$ cat src/rtl/tswz_pkg.sv
package tswz_pkg;

  typedef enum logic [2:0] {
    SWZ_NONE     = 3'd0,
    SWZ_9        = 3'd1,
    SWZ_9_10     = 3'd2,
    SWZ_9_11     = 3'd3,
    SWZ_9_10_11  = 3'd4,
    SWZ_9_17     = 3'd5,
    SWZ_9_10_17  = 3'd6,
    SWZ_UNKNOWN  = 3'd7
  } swz_mode_e;

  typedef enum logic [1:0] {
    TILE_LINEAR = 2'd0,
    TILE_X      = 2'd1,
    TILE_Y      = 2'd2,
    TILE_RSVD   = 2'd3
  } tile_kind_e;

  typedef enum logic [1:0] {
    LAYOUT_SINGLE = 2'd0,
    LAYOUT_ASYM   = 2'd1,
    LAYOUT_INTLV  = 2'd2,
    LAYOUT_RSVD   = 2'd3
  } layout_e;

  // configuration word field positions
  localparam int LAYOUT_LSB  = 0;
  localparam int XOR_OFF_BIT = 4;
  localparam int SEL17_BIT   = 5;

  // address bit that receives the fold
  localparam int SWZ_BIT = 6;

  typedef struct packed {
    logic f9;
    logic f10;
    logic f11;
    logic f17;
  } fold_t;

  function automatic fold_t mode_folds(swz_mode_e m);
    fold_t f;
    f = '0;
    case (m)
      SWZ_9:       f.f9 = 1'b1;
      SWZ_9_10:    begin f.f9 = 1'b1; f.f10 = 1'b1; end
      SWZ_9_11:    begin f.f9 = 1'b1; f.f11 = 1'b1; end
      SWZ_9_10_11: begin f.f9 = 1'b1; f.f10 = 1'b1; f.f11 = 1'b1; end
      SWZ_9_17:    begin f.f9 = 1'b1; f.f17 = 1'b1; end
      SWZ_9_10_17: begin f.f9 = 1'b1; f.f10 = 1'b1; f.f17 = 1'b1; end
      default:     f = '0;
    endcase
    return f;
  endfunction

endpackage

$ cat src/rtl/tswz_cfg_decode.sv
module tswz_cfg_decode
  import tswz_pkg::*;
#(
  parameter int CFG_W = 32,
  parameter int SZ_W  = 16
) (
  input  logic [CFG_W-1:0] cfg_word,
  input  logic             det_sel,
  output swz_mode_e        mode_x,
  output swz_mode_e        mode_y
);

  logic [SZ_W-1:0] size_a;
  logic [SZ_W-1:0] size_b;
  layout_e         layout;
  logic            xor_off;
  logic            sel17;
  logic            all_ones;

  assign size_a   = cfg_word[SZ_W-1:0];
  assign size_b   = cfg_word[2*SZ_W-1:SZ_W];
  assign layout   = layout_e'(cfg_word[LAYOUT_LSB +: 2]);
  assign xor_off  = cfg_word[XOR_OFF_BIT];
  assign sel17    = cfg_word[SEL17_BIT];
  assign all_ones = &cfg_word;

  always_comb begin
    mode_x = SWZ_NONE;
    mode_y = SWZ_NONE;
    if (det_sel) begin
      if (size_a == size_b) begin
        mode_x = SWZ_9_10;
        mode_y = SWZ_9;
      end
    end else if (all_ones) begin
      mode_x = SWZ_UNKNOWN;
      mode_y = SWZ_UNKNOWN;
    end else begin
      case (layout)
        LAYOUT_SINGLE, LAYOUT_ASYM: begin
          mode_x = SWZ_NONE;
          mode_y = SWZ_NONE;
        end
        LAYOUT_INTLV: begin
          if (xor_off) begin
            mode_x = SWZ_9_10;
            mode_y = SWZ_9;
          end else if (sel17) begin
            mode_x = SWZ_9_10_17;
            mode_y = SWZ_9_17;
          end else begin
            mode_x = SWZ_9_10_11;
            mode_y = SWZ_9_11;
          end
        end
        default: begin
          mode_x = SWZ_UNKNOWN;
          mode_y = SWZ_UNKNOWN;
        end
      endcase
    end
  end

endmodule

$ cat src/rtl/tswz_mode_select.sv
module tswz_mode_select
  import tswz_pkg::*;
(
  input  logic [1:0] tile_kind,
  input  swz_mode_e  mode_x,
  input  swz_mode_e  mode_y,
  output swz_mode_e  mode,
  output logic       disallow
);

  always_comb begin
    case (tile_kind_e'(tile_kind))
      TILE_X:  mode = mode_x;
      TILE_Y:  mode = mode_y;
      default: mode = SWZ_NONE;
    endcase
  end

  assign disallow = (mode == SWZ_UNKNOWN);

endmodule

$ cat src/rtl/tswz_xlate.sv
module tswz_xlate
  import tswz_pkg::*;
#(
  parameter int ADDR_W = 32
) (
  input  logic [ADDR_W-1:0] addr_i,
  input  swz_mode_e         mode,
  output logic [ADDR_W-1:0] addr_o
);

  fold_t folds;
  logic  term17;

  assign folds = mode_folds(mode);

  generate
    if (ADDR_W > 17) begin : g_b17
      assign term17 = folds.f17 & addr_i[17];
    end else begin : g_no_b17
      assign term17 = 1'b0;
    end
  endgenerate

  always_comb begin
    addr_o = addr_i;
    addr_o[SWZ_BIT] = addr_i[SWZ_BIT]
                    ^ (folds.f9  & addr_i[9])
                    ^ (folds.f10 & addr_i[10])
                    ^ (folds.f11 & addr_i[11])
                    ^ term17;
  end

endmodule

$ cat src/rtl/tswz_stage.sv
module tswz_stage #(
  parameter int W = 32
) (
  input  logic         clk,
  input  logic         rst_n,
  input  logic         in_valid,
  output logic         in_ready,
  input  logic [W-1:0] in_data,
  output logic         out_valid,
  input  logic         out_ready,
  output logic [W-1:0] out_data
);

  logic         held_v;
  logic [W-1:0] held_d;

  assign in_ready  = !held_v || out_ready;
  assign out_valid = held_v;
  assign out_data  = held_d;

  always_ff @(posedge clk) begin
    if (!rst_n) begin
      held_v <= 1'b0;
      held_d <= '0;
    end else begin
      if (in_ready) held_v <= in_valid;
      if (in_valid && in_ready) held_d <= in_data;
    end
  end

endmodule

$ cat src/rtl/tile_swizzler.sv
module tile_swizzler
  import tswz_pkg::*;
#(
  parameter int ADDR_W = 32,
  parameter int CFG_W  = 32,
  parameter int SZ_W   = 16
) (
  input  logic              clk,
  input  logic              rst_n,
  input  logic [CFG_W-1:0]  cfg_word,
  input  logic              det_sel,
  input  logic [1:0]        tile_kind,
  output logic [2:0]        mode_o,
  output logic              tiling_disallowed,
  input  logic              in_valid,
  output logic              in_ready,
  input  logic [ADDR_W-1:0] in_addr,
  output logic              out_valid,
  input  logic              out_ready,
  output logic [ADDR_W-1:0] out_addr
);

  swz_mode_e         mode_x;
  swz_mode_e         mode_y;
  swz_mode_e         mode_sel;
  logic              disallow;
  logic [ADDR_W-1:0] xl_addr;

  tswz_cfg_decode #(.CFG_W(CFG_W), .SZ_W(SZ_W)) u_dec (
    .cfg_word (cfg_word),
    .det_sel  (det_sel),
    .mode_x   (mode_x),
    .mode_y   (mode_y)
  );

  tswz_mode_select u_sel (
    .tile_kind (tile_kind),
    .mode_x    (mode_x),
    .mode_y    (mode_y),
    .mode      (mode_sel),
    .disallow  (disallow)
  );

  tswz_xlate #(.ADDR_W(ADDR_W)) u_xl (
    .addr_i (in_addr),
    .mode   (mode_sel),
    .addr_o (xl_addr)
  );

  tswz_stage #(.W(ADDR_W)) u_stg (
    .clk       (clk),
    .rst_n     (rst_n),
    .in_valid  (in_valid),
    .in_ready  (in_ready),
    .in_data   (xl_addr),
    .out_valid (out_valid),
    .out_ready (out_ready),
    .out_data  (out_addr)
  );

  assign mode_o            = mode_sel;
  assign tiling_disallowed = disallow;

endmodule

$ cat config.mk
export PLATFORM = sky130hd
export DESIGN_NAME = tile_swizzler
export DESIGN_NICKNAME = d
export VERILOG_FILES = /design/src/rtl/tswz_pkg.sv /design/src/rtl/tswz_cfg_decode.sv /design/src/rtl/tswz_mode_select.sv /design/src/rtl/tswz_xlate.sv /design/src/rtl/tswz_stage.sv /design/src/rtl/tile_swizzler.sv
export SDC_FILE = /design/constraint.sdc
export NUM_CORES = 1
export LEC_CHECK = 0
export BUFFER_PORTS_ARGS = -buffer_cell sky130_fd_sc_hd__buf_2
export CORE_MARGIN = 2
export CORE_UTILIZATION = 40
export DETAILED_ROUTE_END_ITERATION = 7
export GPL_ROUTABILITY_DRIVEN = 0
export PLACE_DENSITY = 0.74
export SKIP_LAST_GASP = 1
export SYNTH_ARGS = -nofsm -noshare
export SYNTH_HDL_FRONTEND = slang
export SYNTH_HIERARCHICAL = 1
export SYNTH_SLANG_ARGS = --single-unit
$ cat constraint.sdc
create_clock -name clk -period 3 [get_ports clk]
set_clock_uncertainty 0.1 [all_clocks]
set_input_delay 0.15 -clock clk [delete_from_list [all_inputs] [get_ports clk]]
set_output_delay 0.15 -clock clk [all_outputs]
set_load 0.02 [all_outputs]
==> impl_results.md, run 1 <==
* Status: finished clean
* CP most frequent cell: xor2_1
* FF+latch count, synth at 33
* Primary FF master, synth: dfxtp_1
* Post-synth ARST share at 0%
* Gr ovfl total at 0
* Synthesized area per cell at 8.69 sq um
* DP Worst Slack at 0.350 ns
* Post-Syn Area at 2040 sq um
* Starting Density at 40.8%
* Startpoint Class: input pin
* Initial detailed-routing violation count at 35
* Htree depth at 2
* CP delay by family, top: simple AND/OR/NAND/NOR gates
* CP max FO at 6
* WP data required at 3.11 ns
* Vias in the first global route at 1512
* Port bufs at 108
* CP Cell Sequence: buf_2 -> xor2_1 -> nor4_1 -> nand4_1 -> o21ai_1 -> a22oi_1 -> nor2_1 -> o21ba_1 -> o22ai_1 -> xor2_1 -> xnor2_1 -> nand2_1 -> mux2i_1
* Final wirelength at 4.03 mm
* TritonCTS Buffers at 5
* EDFF count, synth at 0
* DRT Pass-1 Iters at 4
* Antenna viol nets, final at 0
* Yosys top cell area share at 32.3%
* RSZ-0062 raised after global routing: false
* Synth cell types at 34
* CTS Buffer Depth at 2
* Max cap viols at 0
* Clk root buf: clkbuf_8
* Fraction of the mapped netlist area in simple logic gates at 19.2%
* Drc violations at 0
* Via Count at 1725
* Tcrit/Tclk final at 78.6%
* Largest net degree at the start of global routing at 66
* Register area share after synthesis at 32.3%
* Fin crit period at 2.36 ns
* Net count after synthesis at 308
* Setup ws final at 0.642 ns
* Final max-slew violation count at 0
* CTS tree: done
* Tightest Pin Transition at 1.00 ns
* Core area at 5010 sq um
* PostCTS Resize Cnt at 0
* Max_slew headroom at 33.3%
* Synth Area in Compound Gates at 6.06%
* N_diodes at 0
* Die height at 75.5 um
* Most common cell in the netlist: nand2_1
* Slowest-stage cell, CP: nor2_1
* Worst VDD drop at 0.000145 V
* Leak pwr at 1.24 nW
* DP Wirelength at 3.04 mm
* Worst reg-to-reg setup slack at 1.66 ns
* Final nets at 382
* Kind of critical path: input pin to register
* Multiplexer area fraction after synthesis at 16.2%
* Worst Setup End Kind: register
* First-pass GRT wire length at 6.07 mm
* Class of the worst hold path: input pin to register
* Worst-Skew Late Latency at 0.27 ns
* DR WL/cell at 10.6 um
* Clock transition at path regs at 0.07 ns
* Pwr Density at 427 nW/um^2
* Post-synthesis xor/xnor area fraction at 7.72%
* Row count at 26
* Max Freq at 424 MHz
* Vias/cell at 4.54
* Cell count after synthesis at 235
* Initial antenna violation count at 0
* Setup TNS at 0 ns
* Die ar. at 5700 sq um
* Most frequent cells after synthesis: nand2_1, dfxtp_1, mux2i_1
* I/O Pins at 109
* Hold Fails Final Rpt at 0
* Final setup viols at 0
* Largest family of logic cells by synthesized area: simple AND/OR/NAND/NOR gates
* Die W at 75.5 um
* Largest stage delay, worst path at 0.32 ns
* Crit path DAT at 2.47 ns
* Postcts setup bufs at 0
* Area contributors post-synth: dfxtp_1, mux2i_1, nand2_1
* Adder-cell area share of the yosys netlist at 1.22%
* Layout cell share with drive strength beyond 1 at 39.0%
* Synth area leader: dfxtp_1
* Syn. warnings at 6
* Total track usage at 13.9%
* Count of filler cells inserted in the layout at 519
* Area growth, synth to finish at 18.9%
* Clock sinks at 33
* WP buf/inv at 1
[kinds of logic (layout without fill, tap and decap cells)]
kind of cell | Yosys count | in the layout
AO/OA/AOI/OAI | 15 | 15
multiplexers | 33 | 33
buffers and inverters | 47 | 122
adder cells (fa/ha/maj) | 2 | 2
flip-flops | 33 | 33
XOR/XNOR | 18 | 18
AND/OR/NAND/NOR | 87 | 87
[worst register-to-register path, delay by kind of cell (launching register included)]
| kind | cells | cell delay (ns) |
|---|---|---|
| flops | 1 | 0.33 |
| simple gates | 2 | 0.57 |
| mux | 1 | 0.27 |
[per-layer routing]
layer / wire length (um) / up-vias / track usage, %
met3: 385 / 6 / 5.82
li1: - / 888 / -
met4: 48 / 0 / 5.65
met1: 1690 / 751 / 13.8
met5: 0 / - / 0
met2: 1910 / 80 / 25.5
[cells in the final DEF, fill, tap and decap left out, types with 3 or more instances in the layout]
cell type  netlist  routed
a22oi_1          3       3
buf_2            1     108
clkbuf_8         0       5
dfxtp_1         33      33
inv_1            5       5
mux2i_1         33      33
nand2_1         65      65
nand3_1          3       3
nor2_1           7       7
xor2_1          16      16
[where the power goes]
group	switching, W	leakage, nW	internal, W	total [W]
combinational	0.000138	0.928	0.000106	0.000244
sequential	0.0000141	0.272	0.000468	0.000482
clock	0.000149	0.0450	0.000160	0.000310
[flip-flops by register name (all words and copies together) (netlist names)]
name and flops:
u_stg/out_data 32, u_stg/out_valid 1
[metrics by stage]
step	power [W]	std cells	hold WS [ns]	util, %	instance area (sq um)
final	0.00104	380	0.0142	48.5	2430
after global routing	0.00111	380	0.000406	48.5	2430
after CTS	0.00106	380	0.00277	48.5	2430
after detailed placement	0.000737	371	0.305	46.6	2340
after global placement	0.000731	371	0.298	46.6	2340
after floorplan	0.000681	235	0.189	-	2040
[worst paths after layout]
path	endpoint	start	cells after the start
max	u_stg/out_data[6]	cfg_word[4]	13
min	u_stg/out_data[5]	in_addr[5]	3
max reg2reg	u_stg/out_data[10]	u_stg/out_valid	3
min reg2reg	u_stg/out_data[29]	u_stg/out_data[29]	2
[layout make-up]
type	instances	area [sq um]	share of cell area, %
repair buffers	109	551	22.7
well taps	70	87.6	3.61
flip-flops and latches	33	661	27.2
multi-input cells	155	1030	42.3
clock inverters	2	10.0	0.412
inverters	5	18.8	0.773
clock buffers	6	72.6	2.99
[timing repair]
action | in CTS | in global routing
hold endpoints to repair | 1 | 0
hold buffers | 1 | 0
endpoints found under the setup margin | 0 | 0
No activity file was read; power rests on OpenSTA's default activity.
==> run 2: changes to the inputs <==
==> constraint.sdc (replaced) <==
create_clock -name clk -period 2.2 [get_ports clk]
set_clock_uncertainty 0.1 [all_clocks]
set_input_delay 0.11 -clock clk [delete_from_list [all_inputs] [get_ports clk]]
set_output_delay 0.11 -clock clk [all_outputs]
set_load 0.02 [all_outputs]
==> run 2 against run 1 <==
Compared with the run above: flip-flop and latch count is the same; worst hold slack improved by 0.011 ns; power increased by 43%; via count rose by 9.7%; routed wire length grew 20%; combinational power increased by 66%; design area is 19% higher; largest power group unchanged; register-to-register slack got worse by 0.82 ns.
==> impl_results.md, run 2 (synthesis results as in run 1) <==
* Max_slew headroom at 62.9% (+30 points)
* Clock sinks at 33 (unchanged)
* Htree depth at 2 (unchanged)
* Via Count at 1892 (+9.7%)
* First-pass GRT wire length at 7.07 mm (+16%)
* Final nets at 420 (+9.9%)
* Crit path DAT at 2.22 ns (-0.25 ns)
* Starting Density at 40.8% (unchanged)
* DP Worst Slack at -0.0803 ns (-0.430 ns)
* Die ar. at 5700 sq um (unchanged)
* Tcrit/Tclk final at 96.1%
* Row count at 26 (unchanged)
* Vias/cell at 4.53 (-0.29%)
* Gr ovfl total at 0 (unchanged)
* Class of the worst hold path: input pin to register
* Most frequent cells in the layout: buf_2, nand2_1, dfxtp_1
* Largest net degree at the start of global routing at 34 (-48%)
* Die W at 75.5 um (unchanged)
* DRT Pass-1 Iters at 4 (unchanged)
* Total track usage at 16.0% (+2.1 points)
* Worst Setup End Kind: register
* Hold Path Stages at 3 (unchanged)
* TritonCTS Buffers at 5 (unchanged)
* Fin area at 2880 sq um (+19%)
* DP Wirelength at 3.16 mm (+4.2%)
* Reg2reg start: u_stg/out_valid
* Worst Setup SP: cfg_word[21]
* Startpoint Class: input pin
* Kind of critical path: input pin to register
* Final setup viols at 0 (unchanged)
* DR WL/cell at 11.5 um (+8.8%)
* Leak pwr at 1.43 nW (+15%)
* Final max-slew violation count at 0 (unchanged)
* Setup ws final at 0.0849 ns (-0.557 ns)
* CP Cell Sequence: buf_6 -> xor2_1 -> nor4_1 -> nand4_1 -> o22ai_2 -> a22oi_2 -> nor2_4 -> a2bb2oi_2 -> o22ai_2 -> xor2_1 -> xnor2_1 -> nand2_1 -> mux2i_1
* Clk root buf: clkbuf_8
* Area growth, synth to finish at 41.0%
* Clock transition at path regs at 0.06 ns (about the same)
* Fin crit period at 2.12 ns
* Commonest non-fill, non-tap cell in the layout: buf_2
* Vias in the first global route at 1746 (+15%)
* N_diodes at 0 (unchanged)
* Largest stage delay, worst path at 0.29 ns (-0.03 ns)
* I/O Pins at 109 (unchanged)
* Antenna viol nets, final at 0 (unchanged)
* Die height at 75.5 um (unchanged)
* CTS Buffer Depth at 2 (unchanged)
* Max cap viols at 0 (unchanged)
* Port bufs at 108 (unchanged)
* Count of filler cells inserted in the layout at 456 (-12%)
* R2R cell count at 3 (unchanged)
* Worst VDD drop at 0.000203 V (+40%)
* Initial antenna violation count at 0 (unchanged)
* Worst reg-to-reg setup slack at 0.84 ns (-0.82 ns)
* CTS tree: done
* Placed cell areas at 2400 sq um (+2.9%)
* Worst-Skew Late Latency at 0.27 ns (about the same)
* Layout cell share with drive strength beyond 1 at 39.7% (+0.62 points)
* Max reg flops at 32 (unchanged)
* Drc violations at 0 (unchanged)
* CP max FO at 4 (-2)
* Slowest-stage cell, CP: nor4_1
* Dpl cells at 377 (+1.6%)
* Status: finished clean
* Final wirelength at 4.82 mm (+20%)
* Hold_sp: in_addr[1]
* Worst hold margin at 0.0257 ns (+0.0114 ns)
* WP data required at 2.31 ns (-0.80 ns)
* Initial detailed-routing violation count at 29 (-17%)
* Finished Layout Cells at 418 (+10%)
* Tightest Pin Transition at 0.556 ns (-0.444 ns)
* Hold Fails Final Rpt at 0 (unchanged)
* Pwr Density at 515 nW/um^2 (+21%)
* Core area at 5010 sq um (unchanged)
* Max Freq at 473 MHz
## run 2: cell count changes in the layout (fill, tap and decap cells not counted), moves of 5 or more
cell / before / now
buf_4: 0 / 7
dlygate4sd3_1: 1 / 30
buf_6: 0 / 6
buf_2: 108 / 103
## run 2: cell type report
class	instances	area, sq um	area share, %
Clock buffer	6	72.6	2.52
Sequential cell	33	661	22.9
Clock inverter	2	10.0	0.348
Multi-Input combinational cell	155	1070	37.3
Timing Repair Buffer	147	956	33.2
Inverter	5	18.8	0.652
Tap cell	70	87.6	3.04
## run 2: per-layer routing
layer	GRT usage [%]	vias up	wire, um
met2	30.8	78	2540
li1	-	964	-
met3	4.63	8	391
met1	16.2	842	1820
met5	0	-	0
met4	5.65	0	62
## run 2: worst paths after layout
| check | endpoint |
|---|---|
| hold reg to reg | u_stg/out_data[26] |
| hold / removal | u_stg/out_data[1] |
| setup / recovery | u_stg/out_data[6] |
| setup reg to reg | u_stg/out_data[1] |
## run 2: power breakdown
group | internal (W) | switching, W
combinational | 0.000198 | 0.000207
sequential | 0.000638 | 0.0000196
clock | 0.000219 | 0.000203
## run 2: repair_timing
action / CTS / global route
endpoints found under the hold margin: 30 / 0
setup endpoints to repair: 0 / 1
gates resized for setup: 0 / 15
buffers inserted: 0 / 3
hold buffers: 30 / 0
## run 2: critical path, delay by kind of cell
family / cells / cell delay, ns
buffers and inverters: 1 / 0.09
AO/OA/AOI/OAI: 4 / 0.63
AND/OR/NAND/NOR: 4 / 0.76
XOR/XNOR: 3 / 0.50
multiplexers: 1 / 0.13
## run 2: metrics by stage
step	util (%)	setup TNS (ns)	power [W]
2_1_floorplan	-	0	0.000931
3_3_place_gp	48.0	-0.00498	0.00101
3_5_place_dp	48.0	-0.0803	0.00102
4_1_cts	55.6	0	0.00150
5_1_grt	57.5	-0.168	0.00157
6_report	57.5	0	0.00148
